==> src/rtl/gpiobank_pkg.sv <==
`timescale 1ns/1ps
package gpiobank_pkg;
  localparam int PIN_IDX_W = 8;

  // field positions that software relies on
  localparam int OE_BIT    = 9;
  localparam int IN_BIT    = 0;
  localparam int OUT_BIT   = 1;
  localparam int EN_BIT    = 0;
  localparam int POL_BIT   = 1;
  localparam int EDGE_BIT  = 2;
  localparam int RAW_BIT   = 3;
  localparam int STAT_BIT  = 0;
  localparam int ICFG_W    = 4;
  localparam int ROUTE_W   = 3;

  localparam logic [ROUTE_W-1:0] ROUTE_APP  = 3'd4;
  localparam logic [ROUTE_W-1:0] ROUTE_NONE = 3'd7;

  typedef enum logic [2:0] {
    KIND_NONE,
    KIND_CFG,
    KIND_DATA,
    KIND_ICFG,
    KIND_STAT,
    KIND_ROUTE
  } regKind_t;

  typedef struct packed {
    regKind_t               kind;
    logic [PIN_IDX_W-1:0]   pin;
    logic                   wrEn;
  } busStrobe_t;
endpackage

==> src/rtl/gpiobank_ctrl.sv <==
`timescale 1ns/1ps
module gpiobank_ctrl
  import gpiobank_pkg::*;
#(
  parameter int NUM_PINS = 4,
  parameter int ADDR_W   = 16
) (
  input  logic              busSel,
  input  logic              busWr,
  input  logic [ADDR_W-1:0] busAddr,
  output busStrobe_t        strobe
);
  localparam logic [ADDR_W-1:0] ROUTE_BASE = ADDR_W'('h400);
  localparam logic [ADDR_W-1:0] BANK_BASE  = ADDR_W'('h1000);
  localparam logic [ADDR_W-1:0] ROUTE_SPAN = ADDR_W'(4 * NUM_PINS);
  localparam logic [ADDR_W-1:0] BANK_SPAN  = ADDR_W'(16 * NUM_PINS);

  logic [ADDR_W-1:0] offRoute;
  logic [ADDR_W-1:0] offBank;

  assign offRoute = busAddr - ROUTE_BASE;
  assign offBank  = busAddr - BANK_BASE;

  always_comb begin
    strobe = '0;
    strobe.kind = KIND_NONE;
    if (busSel) begin
      if (busAddr >= ROUTE_BASE && offRoute < ROUTE_SPAN && offRoute[1:0] == 2'b00) begin
        strobe.kind = KIND_ROUTE;
        strobe.pin  = PIN_IDX_W'(offRoute >> 2);
      end else if (busAddr >= BANK_BASE && offBank < BANK_SPAN && offBank[1:0] == 2'b00) begin
        strobe.pin = PIN_IDX_W'(offBank >> 4);
        case (offBank[3:2])
          2'd0:    strobe.kind = KIND_CFG;
          2'd1:    strobe.kind = KIND_DATA;
          2'd2:    strobe.kind = KIND_ICFG;
          default: strobe.kind = KIND_STAT;
        endcase
      end
    end
    strobe.wrEn = busWr && (strobe.kind != KIND_NONE);
  end
endmodule

==> src/rtl/gpiobank_datapath.sv <==
`timescale 1ns/1ps
module gpiobank_datapath
  import gpiobank_pkg::*;
#(
  parameter int NUM_PINS = 4
) (
  input  logic                clk,
  input  logic                rstN,
  input  busStrobe_t          strobe,
  input  logic [31:0]         busWdata,
  output logic [31:0]         busRdata,
  input  logic [NUM_PINS-1:0] padIn,
  output logic [NUM_PINS-1:0] padOut,
  output logic [NUM_PINS-1:0] padOe,
  output logic                irqOut
);
  logic [NUM_PINS-1:0]              oeVec, outVec, inVec, statVec, irqLine;
  logic [NUM_PINS-1:0][ICFG_W-1:0]  icfgVec;
  logic [NUM_PINS-1:0][ROUTE_W-1:0] routeVec;

  for (genvar p = 0; p < NUM_PINS; p++) begin : g_pin
    logic               hit, clr;
    logic               oeQ, outQ, statQ, pendQ;
    logic               syncA, syncB, prevQ;
    logic [ICFG_W-1:0]  icfgQ;
    logic [ROUTE_W-1:0] routeQ;
    logic               levelAct, edgeTrig, trig, pending;

    assign hit = strobe.wrEn && (strobe.pin == PIN_IDX_W'(p));
    assign clr = hit && strobe.kind == KIND_STAT && busWdata[STAT_BIT];

    assign levelAct = icfgQ[POL_BIT] ? syncB : ~syncB;
    assign edgeTrig = icfgQ[EDGE_BIT] &
                      (icfgQ[POL_BIT] ? (syncB & ~prevQ) : (~syncB & prevQ));
    assign trig     = icfgQ[EDGE_BIT] ? edgeTrig : levelAct;
    assign pending  = icfgQ[EDGE_BIT] ? pendQ : levelAct;

    always_ff @(posedge clk or negedge rstN) begin
      if (!rstN) begin
        oeQ    <= 1'b0;
        outQ   <= 1'b0;
        icfgQ  <= '0;
        routeQ <= ROUTE_NONE;
        statQ  <= 1'b0;
        pendQ  <= 1'b0;
        syncA  <= 1'b0;
        syncB  <= 1'b0;
        prevQ  <= 1'b0;
      end else begin
        if (hit && strobe.kind == KIND_CFG)   oeQ    <= busWdata[OE_BIT];
        if (hit && strobe.kind == KIND_DATA)  outQ   <= busWdata[OUT_BIT];
        if (hit && strobe.kind == KIND_ICFG)  icfgQ  <= busWdata[ICFG_W-1:0];
        if (hit && strobe.kind == KIND_ROUTE) routeQ <= busWdata[ROUTE_W-1:0];
        syncA <= padIn[p];
        syncB <= syncA;
        prevQ <= syncB;
        // a trigger in the same cycle as a clear wins, so nothing is lost
        statQ <= (statQ & ~clr) | (trig & icfgQ[RAW_BIT]);
        pendQ <= (pendQ & ~clr) | (edgeTrig & icfgQ[EN_BIT]);
      end
    end

    assign oeVec[p]    = oeQ;
    assign outVec[p]   = outQ;
    assign inVec[p]    = syncB;
    assign statVec[p]  = statQ;
    assign icfgVec[p]  = icfgQ;
    assign routeVec[p] = routeQ;
    assign irqLine[p]  = icfgQ[EN_BIT] & (routeQ == ROUTE_APP) & pending;
  end

  always_ff @(posedge clk or negedge rstN) begin
    if (!rstN) irqOut <= 1'b0;
    else       irqOut <= |irqLine;
  end

  always_comb begin
    busRdata = '0;
    for (int p = 0; p < NUM_PINS; p++) begin
      if (strobe.pin == PIN_IDX_W'(p)) begin
        case (strobe.kind)
          KIND_CFG:   busRdata[OE_BIT] = oeVec[p];
          KIND_DATA: begin
            busRdata[IN_BIT]  = inVec[p];
            busRdata[OUT_BIT] = outVec[p];
          end
          KIND_ICFG:  busRdata[ICFG_W-1:0]  = icfgVec[p];
          KIND_STAT:  busRdata[STAT_BIT]    = statVec[p];
          KIND_ROUTE: busRdata[ROUTE_W-1:0] = routeVec[p];
          default:    ;
        endcase
      end
    end
  end

  assign padOut = outVec;
  assign padOe  = oeVec;
endmodule

==> src/rtl/gpiobank_top.sv <==
`timescale 1ns/1ps
module gpiobank_top
  import gpiobank_pkg::*;
#(
  parameter int NUM_PINS = 4,
  parameter int ADDR_W   = 16
) (
  input  logic                clk,
  input  logic                rstN,
  input  logic                busSel,
  input  logic                busWr,
  input  logic [ADDR_W-1:0]   busAddr,
  input  logic [31:0]         busWdata,
  output logic [31:0]         busRdata,
  input  logic [NUM_PINS-1:0] padIn,
  output logic [NUM_PINS-1:0] padOut,
  output logic [NUM_PINS-1:0] padOe,
  output logic                irqOut
);
  busStrobe_t strobe;

  gpiobank_ctrl #(.NUM_PINS(NUM_PINS), .ADDR_W(ADDR_W)) ctrl_i (
    .busSel (busSel),
    .busWr  (busWr),
    .busAddr(busAddr),
    .strobe (strobe)
  );

  gpiobank_datapath #(.NUM_PINS(NUM_PINS)) dp_i (
    .clk     (clk),
    .rstN    (rstN),
    .strobe  (strobe),
    .busWdata(busWdata),
    .busRdata(busRdata),
    .padIn   (padIn),
    .padOut  (padOut),
    .padOe   (padOe),
    .irqOut  (irqOut)
  );
endmodule

==> config.mk <==
export PLATFORM = sky130hd
export DESIGN_NAME = gpiobank_top
export DESIGN_NICKNAME = d
export VERILOG_FILES = /design/src/rtl/gpiobank_pkg.sv /design/src/rtl/gpiobank_ctrl.sv /design/src/rtl/gpiobank_datapath.sv /design/src/rtl/gpiobank_top.sv
export SDC_FILE = /design/constraint.sdc
export NUM_CORES = 1
export LEC_CHECK = 0
export CORE_ASPECT_RATIO = 0.7
export CORE_MARGIN = 8
export CORE_UTILIZATION = 38
export DETAILED_ROUTE_END_ITERATION = 6
export PLACE_DENSITY = 0.66
export SLEW_MARGIN = 30
export SYNTH_ARGS = -nofsm -noshare
export SYNTH_HDL_FRONTEND = slang
export SYNTH_SLANG_ARGS = --single-unit
==> constraint.sdc <==
create_clock -name clk -period 2.8 [get_ports clk]
set_input_delay 0.42 -clock clk [delete_from_list [all_inputs] [get_ports clk]]
set_output_delay 0.42 -clock clk [all_outputs]
set_load 0.02 [all_outputs]
==> summary.txt, run 1 <==
Detailed routing
  – Final WL: 9760 um
  – Average wire per standard cell: 18.2 um
  – Final ANT Viol Nets: 0
  – DR iter-0 viols: 167
  – DR pass1 iterations: 4
  – Via count: 2784
  – Drt drc: 0
  – Via density: 5.18

Global routing
  – Largest net degree at the start of global routing: 36
  – Initial antenna violation count: 0
  – Global-route wire length before repair: 15700 um
  – Total grt overflow: 0
  – Vias in the first global route: 2905
  – GRT Total Usage: 0.170

Clocking
  – Clk sink count: between 50 and 60
  – Clock transition at path regs: 50 ps
  – CTS Buffer Depth: 2
  – Worst-Skew Late Latency: between 300 and 400 ps
  – H-tree Lvls: 3
  – CTS buffer count: 9
  – CTS tree: done
  – Clk Tree Root Cell: clkbuf_16

Worst setup path
  – Arr. time, crit path: ~2300 ps
  – R2R cell count: 5
  – Worst EP required: 2380 ps
  – CP Class: in2out
  – Startpoint types: primary input
  – CP endpoint kind: output port
  – Max Fanout on Critical Path: 2
  – R2R Setup Slk: 1190 ps
  – Worst flop-to-flop path startpoint: dp_i.g_pin[0].syncB$_DFF_PN0_
  – Worst r2r dst: dp_i.irqOut$_DFF_PN0_

Place
  – Post-placement cell area: roughly 4100 um2
  – PortBufs: 42
  – Placed Instances: 509
  – Gp weighted congestion: between 0.9 and 1
  – DP Wirelength: 7320 um

Floorplanning
  – Initial core utilization: 0.393
  – # IOs: between 90 and 100
  – Die X-Extent: roughly 130 um
  – Die Area: 12100 um2
  – Die Y: around 94 um
  – Core Box Area: 8480 um2
  – Placement Rows: 28

Yosys
  – Commonest cells post-synth: dfrtp_1 (45), mux2_2 (36), buf_4 (35)
  – Synthesized instance count: 309
  – Syn Area/Cell: 10.8 um2
  – Synthesized cell area: roughly 3300 um2
  – EDFF count, synth: 0
  – Number of synthesized register bits: 57
  – Post-synth top area cell: dfrtp_1
  – Ys Warns: 0
  – Count leader, synth: dfrtp_1
  – Ys async rst share: 1.00
  – Yosys cell types: a little under 60
  – Top-area cell type share of the netlist area: 0.338
  – Post-synthesis sequential area ratio: 0.432
  – Top FF cell, synth: dfrtp_1
  – Largest cells by area after synthesis: dfrtp_1 (34%), mux2_2 (12%), dfstp_2 (9.5%), buf_4 (7.9%), nand2_1 (3.2%)

STA
  – Fin. Hold Viols: 0
  – Least-Margin Pin Slew: 565 ps
  – RSZ-0062 raised after global routing: false
  – Post-route minimum period: 2720 ps
  – Post-route clock period utilization: 0.972
  – Setup violators final: 0
  – Max_slew headroom: 0.623
  – Clk_skew: approximately 7.7 ps
  – Slew Limit Fails: 0
  – Achievable Freq: 0.368 GHz

Pwr
  – Leak pwr: 2.08 nW
  – Total chip power: 2.21 mW
  – Power per cell area: 470 nW/um2
  – IR drop worst, VDD: 0.424 mV

Worst hold path
  – Hold Path Class: in2async

Finish
  – Design Area, Final: 4710 um2
  – Layout area overhead: 41.3%
  – Fin nets: between 400 and 500
  – Fillers: 762
  – Antenna Diode Count: 0
  – Finished Layout Cells: 537
  – Layout cells sized above 1: 0.444
  – Multi-input logic area: 1880 um2
  – FF+latch area: 1440 um2

Run status
  – Status: complete, no violations

Run
  – Max-cap violations: 0
## per-layer routing
metal,GRT usage,up-vias,part of all wire
met1,0.229,1398,0.46
li1,-,1281,-
met3,0.0670,6,0.086
met2,0.248,99,0.44
met4,0.0493,0,0.0069
met5,0,-,0
## registers in the layout (all words and copies together) (netlist names)
register,count
dp_i.irqOut,1
dp_i.g_pin.oeQ,4
dp_i.g_pin.outQ,4
dp_i.g_pin.syncA,4
dp_i.g_pin.prevQ,4
dp_i.g_pin.syncB,4
dp_i.g_pin.statQ,4
dp_i.g_pin.routeQ,12
dp_i.g_pin.pendQ,4
dp_i.g_pin.icfgQ,16
## worst max-delay path, cell delays in order
cell and delay, ps:
buf_6 110, inv_6 60, ha_4 200, nor4bb_4 320, a21o_1 180, and2_4 150
a41oi_2 40, o22a_1 220, a2111oi_4 380, buf_4 210
## stage by stage
step | setup slack, ps | setup TNS, ps | utilization | hold WS (ps)
after CTS | -1.88 | -1.88 | 0.547 | 84.2
after detailed placement | -1040 | -11600 | 0.487 | 336
after global routing | 0.185 | 0 | 0.555 | 116
after global placement | -926 | -9960 | 0.487 | 332
after floorplan | 92.2 | 0 | - | 124
final | 79.4 | 0 | 0.555 | 84.1
## worst max-delay path by stage
stage	startpoint	end	slack, ps
final	busAddr[2]	busRdata[0]	80
after global routing	busAddr[2]	busRdata[0]	0.2
after CTS	busAddr[12]	busRdata[0]	-2
after detailed placement	busAddr[2]	busRdata[0]	-1040
after global placement	busAddr[2]	busRdata[0]	-930
after floorplan	busAddr[2]	busRdata[0]	90
## power by group
part | leakage [nW] | switching [mW] | internal (mW)
clock | 0.146 | 0.374 | 0.776
combinational | 1.21 | 0.130 | 0.0907
sequential | 0.725 | 0.00669 | 0.835
## repair_timing
action                                  in CTS  in global routing
hold endpoints to repair                     0                  0
pin swaps                                   15                 12
hold buffers                                 0                  0
gates resized for setup                     76                 35
buffers inserted                             9                  4
cloned                                       0                  0
endpoints found under the setup margin       9                  5
## cells in the final DEF (no fill, tap or decap), drive strengths merged, types with 3 or more instances in the layout
cell / n
clkbuf: 18
a32o: 8
dfstp: 12
conb: 27
and2: 3
nor2: 23
nand2b: 9
ha: 3
or4: 3
inv: 4
dlymetal6s2s: 3
nor3: 6
dfrtp: 45
dlygate4sd2: 3
nand3: 10
clkdlybuf4s50: 19
a21oi: 10
mux2i: 10
nand2: 28
a22oi: 4
or2: 3
mux2: 39
a21o: 3
nor4: 8
buf: 74
## kinds of logic after synthesis
kind of cell               after synthesis  share of synthesized area
other                                    1                    0.00113
DFF                                     57                      0.432
muxes                                   50                      0.169
buffers and inverters                   46                     0.0927
and+or+nand+nor                        105                      0.184
xor gates and xnor gates                 4                     0.0105
adders and majority gates                3                     0.0113
AOI/OAI and AO/OA                       43                     0.0991
## layout make-up
type                       count  area share
inverter                       4     0.00478
sequential                    57       0.306
clock inverter                 5      0.0170
tap                          120      0.0319
multi-input combinational    232       0.400
timing repair buffer         108       0.191
clock buffer                  11      0.0494
Note: power is estimated with default switching activity, not from simulation.
==> run 2: changes to the inputs <==
--- a/config.mk
+++ b/config.mk
@@ -8,6 +8,7 @@
 export CORE_ASPECT_RATIO = 0.7
 export CORE_MARGIN = 8
 export CORE_UTILIZATION = 38
+export CTS_CLUSTER_SIZE = 30
 export DETAILED_ROUTE_END_ITERATION = 6
 export PLACE_DENSITY = 0.66
 export SLEW_MARGIN = 30
==> results of run 2 <==
Same layout as run 1: the final DEF is identical, and so are final timing and power.
